$ cat src/rtl/mbank_intc_pkg.sv
package mbank_intc_pkg;

  localparam int unsigned BANK_SRC = 32;
  localparam int unsigned DATA_W   = 32;

  // Slot select within a 16-byte bank window, taken from address bits [3:2].
  typedef enum logic [1:0] {
    SLOT_LEVEL = 2'd0,
    SLOT_REQ   = 2'd1,
    SLOT_FAST  = 2'd2,
    SLOT_ENDP  = 2'd3
  } slot_e;

  typedef struct packed {
    logic endp;
    logic fast;
    logic req;
  } path_we_t;

  typedef struct packed {
    logic [BANK_SRC-1:0] endp;
    logic [BANK_SRC-1:0] fast;
    logic [BANK_SRC-1:0] req;
  } en_set_t;

endpackage

$ cat src/rtl/mbank_intc_rstsync.sv
module mbank_intc_rstsync (
  input  logic clk,
  input  logic rst_n,
  output logic rst_q_n
);

  logic [1:0] stage_q;
  logic [1:0] stage_d;

  always_comb begin
    stage_d = {stage_q[0], 1'b1};
  end

  always_ff @(posedge clk or negedge rst_n) begin
    if (!rst_n) begin
      stage_q <= 2'b00;
    end else begin
      stage_q <= stage_d;
    end
  end

  assign rst_q_n = stage_q[1];

endmodule

$ cat src/rtl/mbank_intc_prio.sv
module mbank_intc_prio #(
  parameter int unsigned WIDTH = 64,
  localparam int unsigned IDX_W = (WIDTH > 1) ? $clog2(WIDTH) : 1
) (
  input  logic             clk,
  input  logic             rst_n,
  input  logic [WIDTH-1:0] vec,
  output logic             valid,
  output logic [IDX_W-1:0] idx
);

  // Upward scan: the last set bit seen is the most significant one.
  always_comb begin
    valid = 1'b0;
    idx   = '0;
    for (int i = 0; i < WIDTH; i++) begin
      if (vec[i]) begin
        valid = 1'b1;
        idx   = IDX_W'(i);
      end
    end
  end

  AST_IDX_PENDING: assert property (@(posedge clk) disable iff (!rst_n)
    valid |-> vec[idx]);

  AST_NONE_IDLE: assert property (@(posedge clk) disable iff (!rst_n)
    (vec == '0) |-> !valid);

endmodule

$ cat src/rtl/mbank_intc_bank.sv
module mbank_intc_bank
  import mbank_intc_pkg::*;
(
  input  logic                clk,
  input  logic                rst_n,
  input  path_we_t            we,
  input  logic [DATA_W-1:0]   wdata,
  input  logic [BANK_SRC-1:0] src,
  output en_set_t             en,
  output logic [BANK_SRC-1:0] hit_req,
  output logic [BANK_SRC-1:0] hit_fast,
  output logic [BANK_SRC-1:0] hit_endp
);

  en_set_t en_q;
  en_set_t en_d;

  always_comb begin
    en_d = en_q;
    if (we.req) begin
      en_d.req = wdata[BANK_SRC-1:0];
    end
    if (we.fast) begin
      en_d.fast = wdata[BANK_SRC-1:0];
    end
    if (we.endp) begin
      en_d.endp = wdata[BANK_SRC-1:0];
    end
  end

  always_ff @(posedge clk or negedge rst_n) begin
    if (!rst_n) begin
      en_q <= '0;
    end else if (we.req || we.fast || we.endp) begin
      en_q <= en_d;
    end
  end

  assign en       = en_q;
  assign hit_req  = src & en_q.req;
  assign hit_fast = src & en_q.fast;
  assign hit_endp = src & en_q.endp;

  AST_EN_KEEP: assert property (@(posedge clk) disable iff (!rst_n)
    !(we.req || we.fast || we.endp) |=> $stable(en_q));

  AST_PATH_ISOLATE: assert property (@(posedge clk) disable iff (!rst_n)
    !we.fast |=> $stable(en_q.fast));

endmodule

$ cat src/rtl/mbank_intc_bus.sv
module mbank_intc_bus
  import mbank_intc_pkg::*;
#(
  parameter int unsigned NUM_BANKS = 2,
  parameter int unsigned ADDR_W    = 8,
  localparam int unsigned WIN_W    = ADDR_W - 4
) (
  input  logic                                clk,
  input  logic                                rst_n,
  input  logic                                sel,
  input  logic                                wr,
  input  logic                                rd,
  input  logic [ADDR_W-1:0]                   addr,
  input  logic [DATA_W-1:0]                   wdata_unused_guard,
  input  logic [NUM_BANKS-1:0][BANK_SRC-1:0]  level,
  input  en_set_t [NUM_BANKS-1:0]             en,
  input  logic [DATA_W-1:0]                   hlp_req,
  input  logic [DATA_W-1:0]                   hlp_fast,
  input  logic [DATA_W-1:0]                   hlp_endp,
  output path_we_t [NUM_BANKS-1:0]            we,
  output logic [DATA_W-1:0]                   rdata
);

  logic [WIN_W-1:0]  win;
  slot_e             slot;
  logic              aligned;
  logic              rd_en;
  logic [DATA_W-1:0] rd_val;
  logic [DATA_W-1:0] rdata_q;
  logic [DATA_W-1:0] rdata_d;
  logic              guard_nz;

  assign win      = addr[ADDR_W-1:4];
  assign slot     = slot_e'(addr[3:2]);
  assign aligned  = (addr[1:0] == 2'b00);
  assign rd_en    = sel && rd && aligned;
  assign guard_nz = |wdata_unused_guard;

  // Write strobes, one per path per bank.
  always_comb begin
    for (int b = 0; b < NUM_BANKS; b++) begin
      logic hit;
      hit = sel && wr && aligned && (win == WIN_W'(b));
      we[b].req  = hit && (slot == SLOT_REQ);
      we[b].fast = hit && (slot == SLOT_FAST);
      we[b].endp = hit && (slot == SLOT_ENDP);
    end
  end

  // Read selection.
  always_comb begin
    rd_val = '0;
    for (int b = 0; b < NUM_BANKS; b++) begin
      if (win == WIN_W'(b)) begin
        case (slot)
          SLOT_LEVEL: rd_val = level[b];
          SLOT_REQ:   rd_val = en[b].req;
          SLOT_FAST:  rd_val = en[b].fast;
          SLOT_ENDP:  rd_val = en[b].endp;
          default:    rd_val = '0;
        endcase
      end
    end
    if (win == WIN_W'(NUM_BANKS)) begin
      case (slot)
        SLOT_LEVEL: rd_val = hlp_req;
        SLOT_REQ:   rd_val = hlp_fast;
        SLOT_FAST:  rd_val = hlp_endp;
        default:    rd_val = '0;
      endcase
    end
  end

  always_comb begin
    rdata_d = rdata_q;
    if (sel && rd) begin
      rdata_d = aligned ? rd_val : '0;
    end
  end

  always_ff @(posedge clk or negedge rst_n) begin
    if (!rst_n) begin
      rdata_q <= '0;
    end else if (sel && rd) begin
      rdata_q <= rdata_d;
    end
  end

  assign rdata = rdata_q;

  AST_RD_HOLD: assert property (@(posedge clk) disable iff (!rst_n)
    !(sel && rd) |=> $stable(rdata));

  AST_NO_WE_IDLE: assert property (@(posedge clk) disable iff (!rst_n)
    !sel |-> (we == '0));

  AST_MISALIGNED_ZERO: assert property (@(posedge clk) disable iff (!rst_n)
    (sel && rd && !aligned && !guard_nz) |=> (rdata == '0));

endmodule

$ cat src/rtl/mbank_intc.sv
module mbank_intc
  import mbank_intc_pkg::*;
#(
  parameter int unsigned NUM_BANKS = 2,
  parameter int unsigned ADDR_W    = 8,
  localparam int unsigned NUM_SRC  = NUM_BANKS * BANK_SRC,
  localparam int unsigned IDX_W    = $clog2(NUM_SRC)
) (
  input  logic               clk,
  input  logic               rst_n,
  input  logic [NUM_SRC-1:0] src_i,
  input  logic               bus_sel,
  input  logic               bus_wr,
  input  logic               bus_rd,
  input  logic [ADDR_W-1:0]  bus_addr,
  input  logic [DATA_W-1:0]  bus_wdata,
  output logic [DATA_W-1:0]  bus_rdata,
  output logic               irq_o,
  output logic               fiq_o,
  output logic               ep_o
);

  logic                               rst_q_n;
  path_we_t [NUM_BANKS-1:0]           we;
  en_set_t  [NUM_BANKS-1:0]           en;
  logic [NUM_BANKS-1:0][BANK_SRC-1:0] level;
  logic [NUM_SRC-1:0]                 hit_req;
  logic [NUM_SRC-1:0]                 hit_fast;
  logic [NUM_SRC-1:0]                 hit_endp;
  logic                               v_req;
  logic                               v_fast;
  logic                               v_endp;
  logic [IDX_W-1:0]                   i_req;
  logic [IDX_W-1:0]                   i_fast;
  logic [IDX_W-1:0]                   i_endp;
  logic [DATA_W-1:0]                  hlp_req;
  logic [DATA_W-1:0]                  hlp_fast;
  logic [DATA_W-1:0]                  hlp_endp;

  mbank_intc_rstsync u_rstsync (
    .clk     (clk),
    .rst_n   (rst_n),
    .rst_q_n (rst_q_n)
  );

  for (genvar g = 0; g < NUM_BANKS; g++) begin : g_bank
    assign level[g] = src_i[g*BANK_SRC +: BANK_SRC];

    mbank_intc_bank u_bank (
      .clk      (clk),
      .rst_n    (rst_q_n),
      .we       (we[g]),
      .wdata    (bus_wdata),
      .src      (src_i[g*BANK_SRC +: BANK_SRC]),
      .en       (en[g]),
      .hit_req  (hit_req[g*BANK_SRC +: BANK_SRC]),
      .hit_fast (hit_fast[g*BANK_SRC +: BANK_SRC]),
      .hit_endp (hit_endp[g*BANK_SRC +: BANK_SRC])
    );
  end

  assign irq_o = |hit_req;
  assign fiq_o = |hit_fast;
  assign ep_o  = |hit_endp;

  mbank_intc_prio #(.WIDTH(NUM_SRC)) u_prio_req (
    .clk (clk), .rst_n (rst_q_n), .vec (hit_req),  .valid (v_req),  .idx (i_req)
  );
  mbank_intc_prio #(.WIDTH(NUM_SRC)) u_prio_fast (
    .clk (clk), .rst_n (rst_q_n), .vec (hit_fast), .valid (v_fast), .idx (i_fast)
  );
  mbank_intc_prio #(.WIDTH(NUM_SRC)) u_prio_endp (
    .clk (clk), .rst_n (rst_q_n), .vec (hit_endp), .valid (v_endp), .idx (i_endp)
  );

  assign hlp_req  = {v_req,  {(DATA_W-1-IDX_W){1'b0}}, i_req};
  assign hlp_fast = {v_fast, {(DATA_W-1-IDX_W){1'b0}}, i_fast};
  assign hlp_endp = {v_endp, {(DATA_W-1-IDX_W){1'b0}}, i_endp};

  mbank_intc_bus #(.NUM_BANKS(NUM_BANKS), .ADDR_W(ADDR_W)) u_bus (
    .clk                (clk),
    .rst_n              (rst_q_n),
    .sel                (bus_sel),
    .wr                 (bus_wr),
    .rd                 (bus_rd),
    .addr               (bus_addr),
    .wdata_unused_guard (bus_wdata & {DATA_W{bus_wr && bus_rd}}),
    .level              (level),
    .en                 (en),
    .hlp_req            (hlp_req),
    .hlp_fast           (hlp_fast),
    .hlp_endp           (hlp_endp),
    .we                 (we),
    .rdata              (bus_rdata)
  );

  AST_REQ_HELPER: assert property (@(posedge clk) disable iff (!rst_q_n)
    irq_o == v_req);

  AST_FAST_HELPER: assert property (@(posedge clk) disable iff (!rst_q_n)
    fiq_o == v_fast);

  AST_LEVEL_WR_KEEP: assert property (@(posedge clk) disable iff (!rst_q_n)
    (bus_sel && bus_wr && (bus_addr[3:0] == 4'h0)) |=> $stable(en));

  AST_NO_EN_QUIET: assert property (@(posedge clk) disable iff (!rst_q_n)
    (en == '0) |-> !(irq_o || fiq_o || ep_o));

endmodule

$ cat config.mk
export PLATFORM = sky130hd
export DESIGN_NAME = mbank_intc
export DESIGN_NICKNAME = d
export VERILOG_FILES = /design/src/rtl/mbank_intc_pkg.sv /design/src/rtl/mbank_intc_rstsync.sv /design/src/rtl/mbank_intc_prio.sv /design/src/rtl/mbank_intc_bank.sv /design/src/rtl/mbank_intc_bus.sv /design/src/rtl/mbank_intc.sv
export SDC_FILE = /design/constraint.sdc
export NUM_CORES = 1
export LEC_CHECK = 0
export BUFFER_PORTS_ARGS = -buffer_cell sky130_fd_sc_hd__buf_4
export CAP_MARGIN = 20
export CORE_ASPECT_RATIO = 1.4
export CORE_MARGIN = 8
export CORE_UTILIZATION = 56
export CTS_BUF_LIST = sky130_fd_sc_hd__clkbuf_2
export CTS_CLUSTER_SIZE = 16
export DETAILED_ROUTE_END_ITERATION = 7
export PLACE_DENSITY = 0.76
export RECOVER_POWER = 25
export SLEW_MARGIN = 20
export SYNTH_ARGS = -nofsm -noshare
export SYNTH_HDL_FRONTEND = slang
export SYNTH_SLANG_ARGS = --single-unit
$ cat constraint.sdc
create_clock -name clk -period 6.3 [get_ports clk]
set_input_delay 0.63 -clock clk [delete_from_list [all_inputs] [get_ports clk]]
set_output_delay 0.63 -clock clk [all_outputs]
set_load 0.005 [all_outputs]
# Word-level counts from Yosys, hierarchy flattened
# Index checks and enable logic that the tools add are counted.
[totals]
ff_bits = 226
input_bits = 109
out_inout_bits = 35
wordCells = 434
[classes]
n_eq_ne = 5
n_mux = 388
n_bitwise = 6
n_reduce_logical = 27
[ops]
columns = ["op", "count"]
rows = [
  ["2-to-1 mux 6 bit", 96],
  ["one-hot mux 32 bit (4 select lines)", 2],
  ["2-to-1 mux 5 bit", 48],
  ["2-to-1 mux 1 bit", 195],
  ["AND 32 bit", 6],
  ["OR reduction 64 bit", 3],
  ["2-to-1 mux 32 bit", 4],
  ["2-to-1 mux 4 bit", 24],
  ["one-hot mux 32 bit (3 select lines)", 1],
  ["2-to-1 mux 3 bit", 12],
  ["2-to-1 mux 2 bit", 6],
  ["AND reduction 2 bit", 6],
  ["logical AND 1 bit", 11],
  ["== test 2 bit (second input constant)", 2],
  ["== test 4 x 1 -> 1 bit (second input constant)", 1],
  ["== test 4 x 2 -> 1 bit (second input constant)", 1],
  ["logical NOT 2 bit", 2],
  ["logical NOT 4 bit", 1],
  ["logical OR 1 bit", 4],
  ["== test 2 x 1 -> 1 bit (second input constant)", 1],
]

# Depth between registers and ports, before layout
# Gate-level depths: netlist of the first run.
[logic_depth]
depth_word = 68
ltp_mapped = 8
depth_no_buf = 7

# Hierarchy
# Synthesis of the first run repeated with hierarchy kept, for this count alone.
[unflattened]
cells_unflattened = 1493
hier_area_um2 = 16494.6
[by_module_without_submodules]
columns = ["mod", "n_inst", "cells_per_inst", "area_each_um2", "seq_area_each_um2"]
rows = [
  ["mbank_intc_bank", 2, 300, 4635.7, 2402.3],
  ["mbank_intc_bus", 1, 359, 4045.1, 800.8],
  ["mbank_intc_prio", 3, 143, 827.0, 0.0],
  ["mbank_intc", 1, 102, 643.1, 0.0],
  ["mbank_intc_rstsync", 1, 3, 53.8, 50.0],
]

# Worst setup path after synthesis of the first run
# No wires, ideal clock.
[synth_timing]
path_kind = "in2out"
from = "in src_i[46]"
to = "out ep_o"
arrival_ns = 1.709
t_required_ns = 5.670
slack_ns = 3.961
cell_stages = 6
path_buffers = 1
path_cell_list = "buf_6 a22o_1 nand4bb_1 or3_4 nor2_4 nand3_1"
[synth_via]
elab_chain_len = 2
[synth_rtl]
columns = ["item", "line", "text"]
rows = [
  ["start: declaration", "mbank_intc.sv:11", "input logic [NUM_SRC-1:0] src_i,"],
  ["AND 32 bit", "mbank_intc_bank.sv:42", "assign hit_endp = src & en_q.endp;"],
  ["OR reduction 64 bit", "mbank_intc.sv:64", "assign ep_o = |hit_endp;"],
  ["end: declaration", "mbank_intc.sv:20", "output logic ep_o"],
]
# Every way passes these cells.

==> summary.md, run 1 <==
| Metric | Value |
|---|---|
| Status | complete, but fails checks |
| Failing checks | max-capacitance violations, max-slew violations |
| Yosys reg bits | 226 |
| Cell family with most CP delay | buffers and inverters |
| Layout cell share with drive strength beyond 1 | 34.4% |
| Die X | 148 um |
| P_sw | 964 uW |
| Worst-margin pin slew | 2.92 ns |
| Hold Vio Cnt, Final | 0 |
| Initial Util | 57.0% |
| Routed via count | 12,054 |
| Setup repair bufs after CTS | 0 |
| Async SR Flop Fraction | 100% |
| Slowest-stage cell, CP | clkbuf_2 |
| I/O Buffers | 143 |
| VDD IR-drop max | 0.162 mV |
| Clk pwr share | 31.0% |
| CTS Root Buffer Type | clkbuf_2 |
| Largest cells by area after synthesis | dfrtp_1 41%, mux2_2 13%, mux4_2 10% |
| H-tree levels | 2 |
| Largest stage delay, worst path | 2.12 ns |
| Row count | 67 |
| Total die area | 0.0297 mm2 |
| WL final | 47.5 mm |
| Worst Skew | 0.0723 ns |
| Biggest area consumer among synthesized cells | dfrtp_1 |
| Syn nets | 1,308 |
| Highest net fanout along the worst path | 118 |
| Fmax | 248 MHz |
| Grt total ovfl | 0 |
| Hpwl dp | 36.2 mm |
| Height of the die | 201 um |
| # resized after CTS | 0 |
| Gr usage total | 32.1% |
| EDFF count, synth | 0 |
| TritonRoute pass-1 iters | 6 |
| CP required | 6.61 ns |
| RSZ-0062 raised after global routing | false |
| Clk pin slew, worst setup/hold paths | 0.10 ns |
| Gate Count Post-Synth | 1,199 |
| Final slew viol count | 119 |
| First-pass GRT wire length | 73.2 mm |
| Number of buffers created by CTS | 55 |
| Post-synth top area share | 41.4% |
| Crit start category | flip-flop |
| TNS Setup | 0 ns |
| Logic pwr share | 18.5% |
| Register area share after synthesis | 41.4% |
| Yosys cell types | 72 |
| Headroom to the max-slew limit | -94.5% |
| Setup violators final | 0 |
| Vias in the first global route | 12,188 |
| Fin worst setup slack | 2.27 ns |
| Final period util | 64.0% |
| Warnings, synthesis | 0 |
| Synth Flop Type | dfrtp_1 |
| Commonest non-fill, non-tap cells in the layout | 226 x dfrtp_1, 179 x nand2_1, 162 x mux2_2 |
| Leakage | 7.48 nW |
| Largest net degree at the start of global routing | 119 |
| CTS tree | done |
| Leading cell type in the layout, fill and taps excluded | dfrtp_1 |
| Critical Path End Type | async pin |
| Gpl congestion | 1.01 |
| Syn Area/Cell | 11.4 um2 |
| Buf/Inv on CP | 1 |
| WP data arrival | 4.34 ns |
| Vias per cell | 6.98 |
| Pwr Density | 193 mW/mm2 |
| Routed Antenna Nets | 0 |
| Max cap viols | 1 |
| Dpl cells | 1,600 |
| Sequential power share | 50.5% |
| Core footprint | 0.0240 mm2 |
| Clock latency on the worst-skew pair | 0.90 ns |
| Crit path time final | 4.03 ns |
| Post-route insts no fill | 1,726 |
| Drt wl/cell | 27.5 um |
| Crit path cell chain | clkbuf_2 |
| Switching Share | 31.8% |
| Worst setup path class | flip-flop to async pin |
| Remaining DRCs | 0 |
| I/O Pins | 144 |
| Sink Count | 226 |
| CTS Buffer Depth | 3 |
| Pre-CTS setup slack | 2.69 ns |
| Synth Cell Area | 0.0137 mm2 |
| Nets@finish | 1,488 |
| Hold Path Class | input pin to flip-flop |
| Initial DRC count | 1,396 |
| Int Pwr | 2.06 mW |
| Initial antenna violation count | 1 |
| Area delta synth->final | 14.8% |
| Hold buffer count at cts | 32 |
-- sequential cells by signal (all words and copies together) (netlist names) --
signal             flops
g_bank.u_bank.en     192
u_rstsync.stage_q      2
u_bus.rdata           32
-- per-stage QoR --
stage | cell area (um2) | hold slack, ns | util (%) | power [mW]
global route | 15700 | 0.00549 | 65.4 | 3.16
detailed placement | 14900 | 0.292 | 62.3 | 2.09
finish | 15700 | 0.0733 | 65.4 | 3.03
global placement | 14900 | 0.285 | 62.2 | 2.09
floorplan | 13700 | 0.331 | - | 1.85
CTS | 15700 | 0.00643 | 65.5 | 3.04
-- cell usage after synthesis, types with 3 or more instances --
cell and instances:
nand2b_1 10, mux4_2 63, and3b_1 4, dfrtp_1 226, a32oi_1 19, clkbuf_1 13
buf_1 6, o21ai_1 6, mux2_1 30, a22o_1 20, a21oi_1 31, o31ai_1 4
nor2b_1 6, and2_1 8, a31oi_1 12, o211ai_1 7, a32o_1 14, and3_1 3
a221oi_1 8, nand4_1 22, mux2i_1 27, nand3_1 33, o21bai_1 3, nor4_2 5
nor3_1 12, buf_2 43, inv_1 4, nor2_1 19, a221o_1 5, o2111ai_1 8
nand2_1 179, a21o_1 7, a21boi_0 3, o311ai_1 3, mux2_2 162, a211oi_1 8
a22oi_1 64, a211o_1 3, a22oi_2 8, a311oi_1 5, a222oi_1 9, o21ai_0 43
-- final timing paths --
kind / cells after the start / startpoint / to / slack, ns
setup / recovery: 1 / u_rstsync.stage_q[1] / g_bank[1].u_bank.en[36] / 2.27
hold / removal: 2 / bus_wdata[19] / g_bank[0].u_bank.en[19] / 0.07
setup reg to reg: 1 / u_rstsync.stage_q[1] / g_bank[1].u_bank.en[36] / 2.27
hold reg to reg: 0 / u_rstsync.stage_q[0] / u_rstsync.stage_q[1] / 0.36
max in group clk: 5 / g_bank[1].u_bank.en[22] / irq_o / 2.53
min in group asynchronous: 0 / u_rstsync.stage_q[1] / g_bank[1].u_bank.en[46] / 0.52
-- power by group through the flow --
stage	sequential, mW	clock, mW	combinational, mW
3_3_place_gp	1.55	0	0.534
5_1_grt	1.54	1.03	0.593
2_1_floorplan	1.56	0	0.289
6_report	1.53	0.938	0.560
4_1_cts	1.53	0.961	0.554
3_5_place_dp	1.56	0	0.537
-- cell families (layout without fill, tap and decap cells) --
family / count (synthesis) / count (layout) / synth area share (%)
AND/OR/NAND/NOR: 316 / 316 / 11.2
multiplexers: 283 / 283 / 28.4
flip-flops: 226 / 226 / 41.4
other: 1 / 3 / 0.0275
AO/OA/AOI/OAI: 302 / 302 / 16.5
buffers and inverters: 71 / 286 / 2.48
-- routing by layer --
layer	wire length, um	up-vias	GRT usage, %
met2	23800	695	53.1
met5	0	-	0
li1	-	5122	-
met3	3420	177	5.17
met4	3060	0	19.5
met1	17200	6060	38.4
-- final cells by class --
| class | instances | area, um2 |
|---|---|---|
| Fill cell | 1937 | 8290 |
| Multi-Input combinational cell | 902 | 7680 |
| Sequential cell | 226 | 5660 |
| Timing Repair Buffer | 188 | 1480 |
| Clock buffer | 82 | 410 |
| Tap cell | 310 | 388 |
| Clock inverter | 10 | 42.5 |
| Inverter | 6 | 22.5 |
| Antenna cell | 2 | 5.00 |
Note: power is estimated with default switching activity, not from simulation.
==> run 2: changes to the inputs <==
--- a/config.mk
+++ b/config.mk
@@ -5,15 +5,16 @@
 export SDC_FILE = /design/constraint.sdc
 export NUM_CORES = 1
 export LEC_CHECK = 0
+export ABC_AREA = 1
 export BUFFER_PORTS_ARGS = -buffer_cell sky130_fd_sc_hd__buf_4
 export CAP_MARGIN = 20
 export CORE_ASPECT_RATIO = 1.4
 export CORE_MARGIN = 8
-export CORE_UTILIZATION = 56
+export CORE_UTILIZATION = 55
 export CTS_BUF_LIST = sky130_fd_sc_hd__clkbuf_2
 export CTS_CLUSTER_SIZE = 16
 export DETAILED_ROUTE_END_ITERATION = 7
-export PLACE_DENSITY = 0.76
+export PLACE_DENSITY = 0.75
 export RECOVER_POWER = 25
 export SLEW_MARGIN = 20
 export SYNTH_ARGS = -nofsm -noshare
==> constraint.sdc (replaced) <==
create_clock -name clk -period 3.4 [get_ports clk]
set_input_delay 0.34 -clock clk [delete_from_list [all_inputs] [get_ports clk]]
set_output_delay 0.34 -clock clk [all_outputs]
set_load 0.005 [all_outputs]
==> run 2 against run 1 <==
Net effect: the run ends with design-rule violations, max-capacitance violations, max-slew violations, negative setup slack left; clock power up 84%; first-iteration DRC count up 3.6%; core utilization is 4.5 points higher; sequential power increased by 84%; fmax fell by 3.0%; worst hold slack gained 0.029 ns; total power increased by 90%; non-clock buffer count up 146; register-to-register slack got worse by 3.0 ns; setup slack lost 3.0 ns; clock-buffer cell count down 14; critical path type is now flip-flop to flip-flop; critical endpoint is now u_bus.rdata[0].
==> summary.md, run 2 <==
| Metric | Value |
|---|---|
| Grt total ovfl | 0 |
| Drt wl/cell | 18.7 um |
| Synth Flop Type | dfrtp_1 |
| Gate Count Post-Synth | 1,872 |
| Leading cell type in the layout, fill and taps excluded | nand2_1 |
| Worst setup path class | flip-flop to flip-flop |
| Yosys reg bits | 226 |
| Hold Path Class | input pin to flip-flop |
| Async SR Flop Fraction | 100% |
| Hpwl dp | 33.5 mm |
| Post-synth top area share | 44.4% |
| Failing checks | design-rule violations, max-capacitance violations, max-slew violations, negative setup slack |
| Row count | 66 |
| Commonest non-fill, non-tap cells in the layout | 936 x nand2_1, 229 x buf_4, 226 x dfrtp_1 |
| VDD IR-drop max | 0.269 mV |
| CTS Buffer Depth | 3 |
| Buf/Inv on CP | 1 |
| Yosys cell types | 35 |
| Post-synth top cells | 948 x nand2_1, 226 x dfrtp_1, 200 x o21ai_1 |
| WP data arrival | 4.92 ns |
| Post-Synth XOR/XNOR Area | 0% |
| Global Route met1 Usage | 42.4% |
| Vias per cell | 5.68 |
| Vias in the first global route | 14,025 |
| Sequential power share | 49.0% |
| Post-synthesis mux area share | 0% |
| Initial antenna violation count | 1 |
| Syn Area/Cell | 6.81 um2 |
| Largest stage delay, worst path | 0.41 ns |
| Remaining DRCs | 1 |
| Hold_ws | 0.102 ns |
| Die X | 145 um |
| TritonRoute pass-1 iters | 8 |
| Status | complete, but fails checks |
| Warnings, synthesis | 0 |
| Nets@finish | 2,293 |
| Switching Share | 33.4% |
| Clock latency on the worst-skew pair | 0.90 ns |
| Final slew viol count | 58 |
| Largest net degree at the start of global routing | 65 |
| First-pass GRT wire length | 73.5 mm |
| Crit path time final | 4.16 ns |
| Highest net fanout along the worst path | 2 |
| I/O Pins | 144 |
| CTS tree | done |
| Synth Cell Area | 0.0127 mm2 |
| P_sw | 1.92 mW |
| R2R setup slack | -0.76 ns |
| Setup violators final | 2 |
| Clk pwr share | 30.0% |
| Critical Path End Type | flip-flop |
| Worst-margin pin slew | 2.37 ns |
| WL final | 47.2 mm |
| TNS Setup | -0.988 ns |
| Dpl cells | 2,335 |
| I/O Buffers | 143 |
| Number of buffers created by CTS | 54 |
| Biggest area consumer among synthesized cells | dfrtp_1 |
| Slowest-stage cell, CP | dfrtp_1 |
| Initial DRC count | 1,446 |
| Headroom to the max-slew limit | -57.7% |
| Synth Area in Compound Gates | 15.0% |
| Layout cell share with drive strength beyond 1 | 15.9% |
| Met2 Track Usage GR | 55.3% |
| Synth Area in Simple Gates | 36.2% |
| Max reg flops | 192 |
| Crit start category | flip-flop |
| Cell repeated most along the worst path | nand2_1 |
| Fin worst setup slack | -0.755 ns |
| Height of the die | 196 um |
| Max cap viols | 1 |
| Sink Count | 226 |
| Most Used Layer, Global Route | met2 |
| Logic pwr share | 20.9% |
| Fmax | 241 MHz |
| Final period util | 122% |
| CTS Root Buffer Type | clkbuf_2 |
| Most common cell in the netlist | nand2_1 |
| Core footprint | 0.0230 mm2 |
| Largest family of logic cells by synthesized area | simple AND/OR/NAND/NOR gates |
| Synth Area in Adders | 0% |
| Area delta synth->final | 26.3% |
| Routed Antenna Nets | 0 |
| Pwr Density | 357 mW/mm2 |
| Cell family with most CP delay | simple AND/OR/NAND/NOR gates |
| Leakage | 8.59 nW |
| Clk pin slew, worst setup/hold paths | 0.11 ns |
| CP required | 4.17 ns |
| Post-route insts no fill | 2,518 |
| Gpl congestion | 0.973 |
| Met3 usage | 5.91% |
| Int Pwr | 3.83 mW |
| Initial Util | 55.3% |
| Syn nets | 1,981 |
| Total die area | 0.0284 mm2 |
| Register area share after synthesis | 44.4% |
| Gr usage total | 33.7% |
| Routed via count | 14,306 |
| FILL cells | 1,994 |
| Hold Vio Cnt, Final | 0 |
| EDFF count, synth | 0 |
| H-tree levels | 2 |
| Worst Skew | 0.0513 ns |
| Largest cells by area after synthesis | dfrtp_1 44%, nand2_1 28%, o21ai_1 7.9% |
| RSZ-0062 raised after global routing | true |
-- run 2: changes by cell type after synthesis, sizes merged, moves of 61 or more --
cell and change:
clkbuf +61, mux4 -64, o21ai +177, mux2 -192, a22oi -69, nor2 +114
nand2 +784
-- run 2: timing repair --
item | CTS | global route
hold buffers | 95 | 0
pin swaps | 2 | 3
gates resized for setup | 6 | 6
endpoints found under the hold margin | 225 | 0
buffers inserted | 1 | 3
endpoints found under the setup margin | 2 | 3
-- run 2: cells by family after synthesis --
logic type | count (synthesis)
simple gates | 1177
compound gates | 334
flops | 226
buf+inv | 134
other cells | 1
-- run 2: power by group through the flow --
stage               combinational [mW]  clock (mW)  sequential, mW
finish                            1.21        1.73            2.82
global placement                  1.09           0            2.87
global route                      1.34        1.88            2.83
detailed placement                1.10           0            2.87
CTS                               1.18        1.76            2.82
floorplan                        0.601           0            2.89
-- run 2: layer usage --
layer / routed length [um] / part of all wire (%) / up-vias
met3: 4230 / 9.0 / 150
met5: 0 / 0 / -
met1: 18400 / 39 / 6627
met4: 1850 / 3.9 / 0
met2: 22700 / 48 / 770
li1: - / - / 6759
-- run 2: worst paths after layout --
check | cells past startpoint | end | start
max | 68 | u_bus.rdata[0] | g_bank[0].u_bank.en[65]
min | 5 | u_bus.rdata[2] | src_i[34]
max reg2reg | 68 | u_bus.rdata[0] | g_bank[0].u_bank.en[65]
min reg2reg | 0 | u_rstsync.stage_q[1] | u_rstsync.stage_q[0]
max in group asynchronous | 1 | u_bus.rdata[16] | u_rstsync.stage_q[1]
min in group asynchronous | 3 | u_rstsync.stage_q[1] | rst_n
-- run 2: layout make-up --
cell class,instances,area [um2],share of cell area [%]
clock inverter,15,83.8,0.521
sequential,226,5660,35.1
tap,306,383,2.38
inverter,56,210,1.31
multi-input combinational,1512,6600,41.0
clock buffer,68,340,2.11
timing repair buffer,334,2830,17.6
antenna,1,2.50,0.0155
-- run 2: per-stage QoR --
step | util, % | worst slack, ns | cell area, um2 | power, mW
4_1_cts | 69.8 | -0.738 | 16100 | 5.76
5_1_grt | 69.9 | -1.50 | 16100 | 6.05
2_1_floorplan | - | 0.0207 | 12800 | 3.49
6_report | 69.9 | -0.755 | 16100 | 5.75
3_3_place_gp | 63.8 | -0.796 | 14700 | 3.96
3_5_place_dp | 63.8 | -0.794 | 14700 | 3.97
-- run 2: worst reg2reg max path: cells and delay by family, from the launching register on --
kind	cells	cell delay (ns)
buffers and inverters	1	0.04
DFF	1	0.41
and+or+nand+nor	67	3.55
==> run 3: changes to the inputs <==
--- a/config.mk
+++ b/config.mk
@@ -16,6 +16,7 @@
 export DETAILED_ROUTE_END_ITERATION = 7
 export PLACE_DENSITY = 0.75
 export RECOVER_POWER = 25
+export SKIP_CTS_REPAIR_TIMING = 1
 export SLEW_MARGIN = 20
 export SYNTH_ARGS = -nofsm -noshare
 export SYNTH_HDL_FRONTEND = slang
==> run 3 against run 2 <==
Net effect: the run ends with max-capacitance violations, max-slew violations, negative setup slack left; combinational power is essentially flat; total power shrank 0.21%; setup slack lost 0.012 ns.
==> summary.md, run 3 (synthesized netlist as in run 2, its figures left out) <==
| Metric | Value |
|---|---|
| Status | complete, but fails checks |
| Failing checks | max-capacitance violations, max-slew violations, negative setup slack |
| FILL cells | 2,033 |
| Vias per cell | 5.66 |
| Hold Vio Cnt, Final | 0 |
| Gr usage total | 32.5% |
| Max cap viols | 1 |
| Worst Skew | 0.0635 ns |
| Worst setup path class | flip-flop to flip-flop |
| Initial Util | 55.3% |
| Vias in the first global route | 13,450 |
| Leading cell type in the layout, fill and taps excluded | nand2_1 |
| Slowest-stage cell, CP | dfrtp_1 |
| Setup violators final | 2 |
| Hpwl dp | 33.5 mm |
| Die X | 145 um |
| Drt wl/cell | 18.7 um |
| Crit start category | flip-flop |
| Final Power | 5.74 mW |
| Buf/Inv on CP | 1 |
| Pwr Density | 361 mW/mm2 |
| Hold Path Class | input pin to flip-flop |
| Leakage | 8.48 nW |
| Total die area | 0.0284 mm2 |
| Worst-margin pin slew | 2.38 ns |
| Stages on worst setup path | 68 |
| Sink Count | 226 |
| CTS tree | done |
| I/O Buffers | 143 |
| Largest stage delay, worst path | 0.41 ns |
| Fin worst setup slack | -0.767 ns |
| Layout cell share with drive strength beyond 1 | 15.9% |
| Clk pin slew, worst setup/hold paths | 0.11 ns |
| Hold path depth | 3 |
| Cell Area, Placed | 0.0147 mm2 |
| Final period util | 123% |
| RSZ-0062 raised after global routing | true |
| Highest net fanout along the worst path | 2 |
| Critical Path End Type | flip-flop |
| Clock latency on the worst-skew pair | 0.91 ns |
| CTS Root Buffer Type | clkbuf_2 |
| H-tree levels | 2 |
| Initial DRC count | 1,563 |
| Grt total ovfl | 0 |
| Fmax | 240 MHz |
| Core footprint | 0.0230 mm2 |
| Max reg flops | 192 |
| Nets@finish | 2,271 |
| Headroom to the max-slew limit | -58.7% |
| Height of the die | 196 um |
| TritonRoute pass-1 iters | 6 |
| Commonest non-fill, non-tap cells in the layout | 938 x nand2_1, 227 x buf_4, 226 x dfrtp_1 |
| WP data arrival | 4.94 ns |
| I/O Pins | 144 |
| Row count | 66 |
| Remaining DRCs | 0 |
| VDD IR-drop max | 0.271 mV |
| Crit path time final | 4.17 ns |
| CP required | 4.17 ns |
| Number of buffers created by CTS | 54 |
| Cell repeated most along the worst path | nand2_1 |
| WL final | 46.7 mm |
| Routed Antenna Nets | 0 |
| Cell area after layout | 0.0159 mm2 |
| CTS Buffer Depth | 3 |
| First-pass GRT wire length | 70.9 mm |
| Routed via count | 14,122 |
| Gpl congestion | 0.973 |
| Largest net degree at the start of global routing | 65 |
| Cell family with most CP delay | simple AND/OR/NAND/NOR gates |
| Reg2Reg Depth | 68 |
| Area delta synth->final | 24.6% |
| Initial antenna violation count | 1 |
| Final slew viol count | 58 |
-- run 3: power by group --
part	switching (mW)	internal, mW
combinational	0.735	0.455
sequential	0.0654	2.75
clock	1.12	0.613
total	1.92	3.82
-- run 3: area by class of cell --
type / instances / area [um2] / area share, %
multi-input cells: 1512 / 6590 / 41.5
flip-flops and latches: 226 / 5660 / 35.6
repair buffers: 312 / 2620 / 16.5
well taps: 306 / 383 / 2.41
clock buffers: 68 / 340 / 2.14
inverters: 56 / 210 / 1.32
clock inverters: 15 / 83.8 / 0.528
diodes: 1 / 2.50 / 0.0158
-- run 3: worst paths after layout --
path / to / slack, ns / from
hold / removal: u_bus.rdata[24] / 0.05 / bus_addr[4]
hold reg to reg: u_rstsync.stage_q[1] / 0.36 / u_rstsync.stage_q[0]
setup / recovery: u_bus.rdata[0] / -0.77 / g_bank[0].u_bank.en[65]
min in group asynchronous: u_rstsync.stage_q[1] / 0.31 / rst_n
max in group asynchronous: u_bus.rdata[16] / 0.39 / u_rstsync.stage_q[1]
setup reg to reg: u_bus.rdata[0] / -0.77 / g_bank[0].u_bank.en[65]
-- run 3: through the flow --
stage               setup TNS (ns)  util (%)  hold WS [ns]  cells  worst slack (ns)
CTS                         -0.875      65.6        -0.867   2418            -0.759
global route                 -8.21      68.9        0.0134   2496             -1.52
floorplan                        0         -        0.0444   1872            0.0207
finish                      -0.959      68.9        0.0511   2496            -0.767
detailed placement          -0.988      63.8         0.125   2335            -0.794
global placement            -0.996      63.8         0.123   2335            -0.796
-- run 3: metal layers --
layer	wire length [um]	vias to the layer above	GRT usage (%)
met5	0	-	0
met4	1740	0	13.8
met3	4100	143	6.33
met2	22500	695	53.1
met1	18400	6577	41.1
li1	-	6707	-
-- run 3: tightest hold or removal path: stages --
cell	delay [ns]
buf_4	0.21
o21ai_1	0.24
o31ai_1	0.09
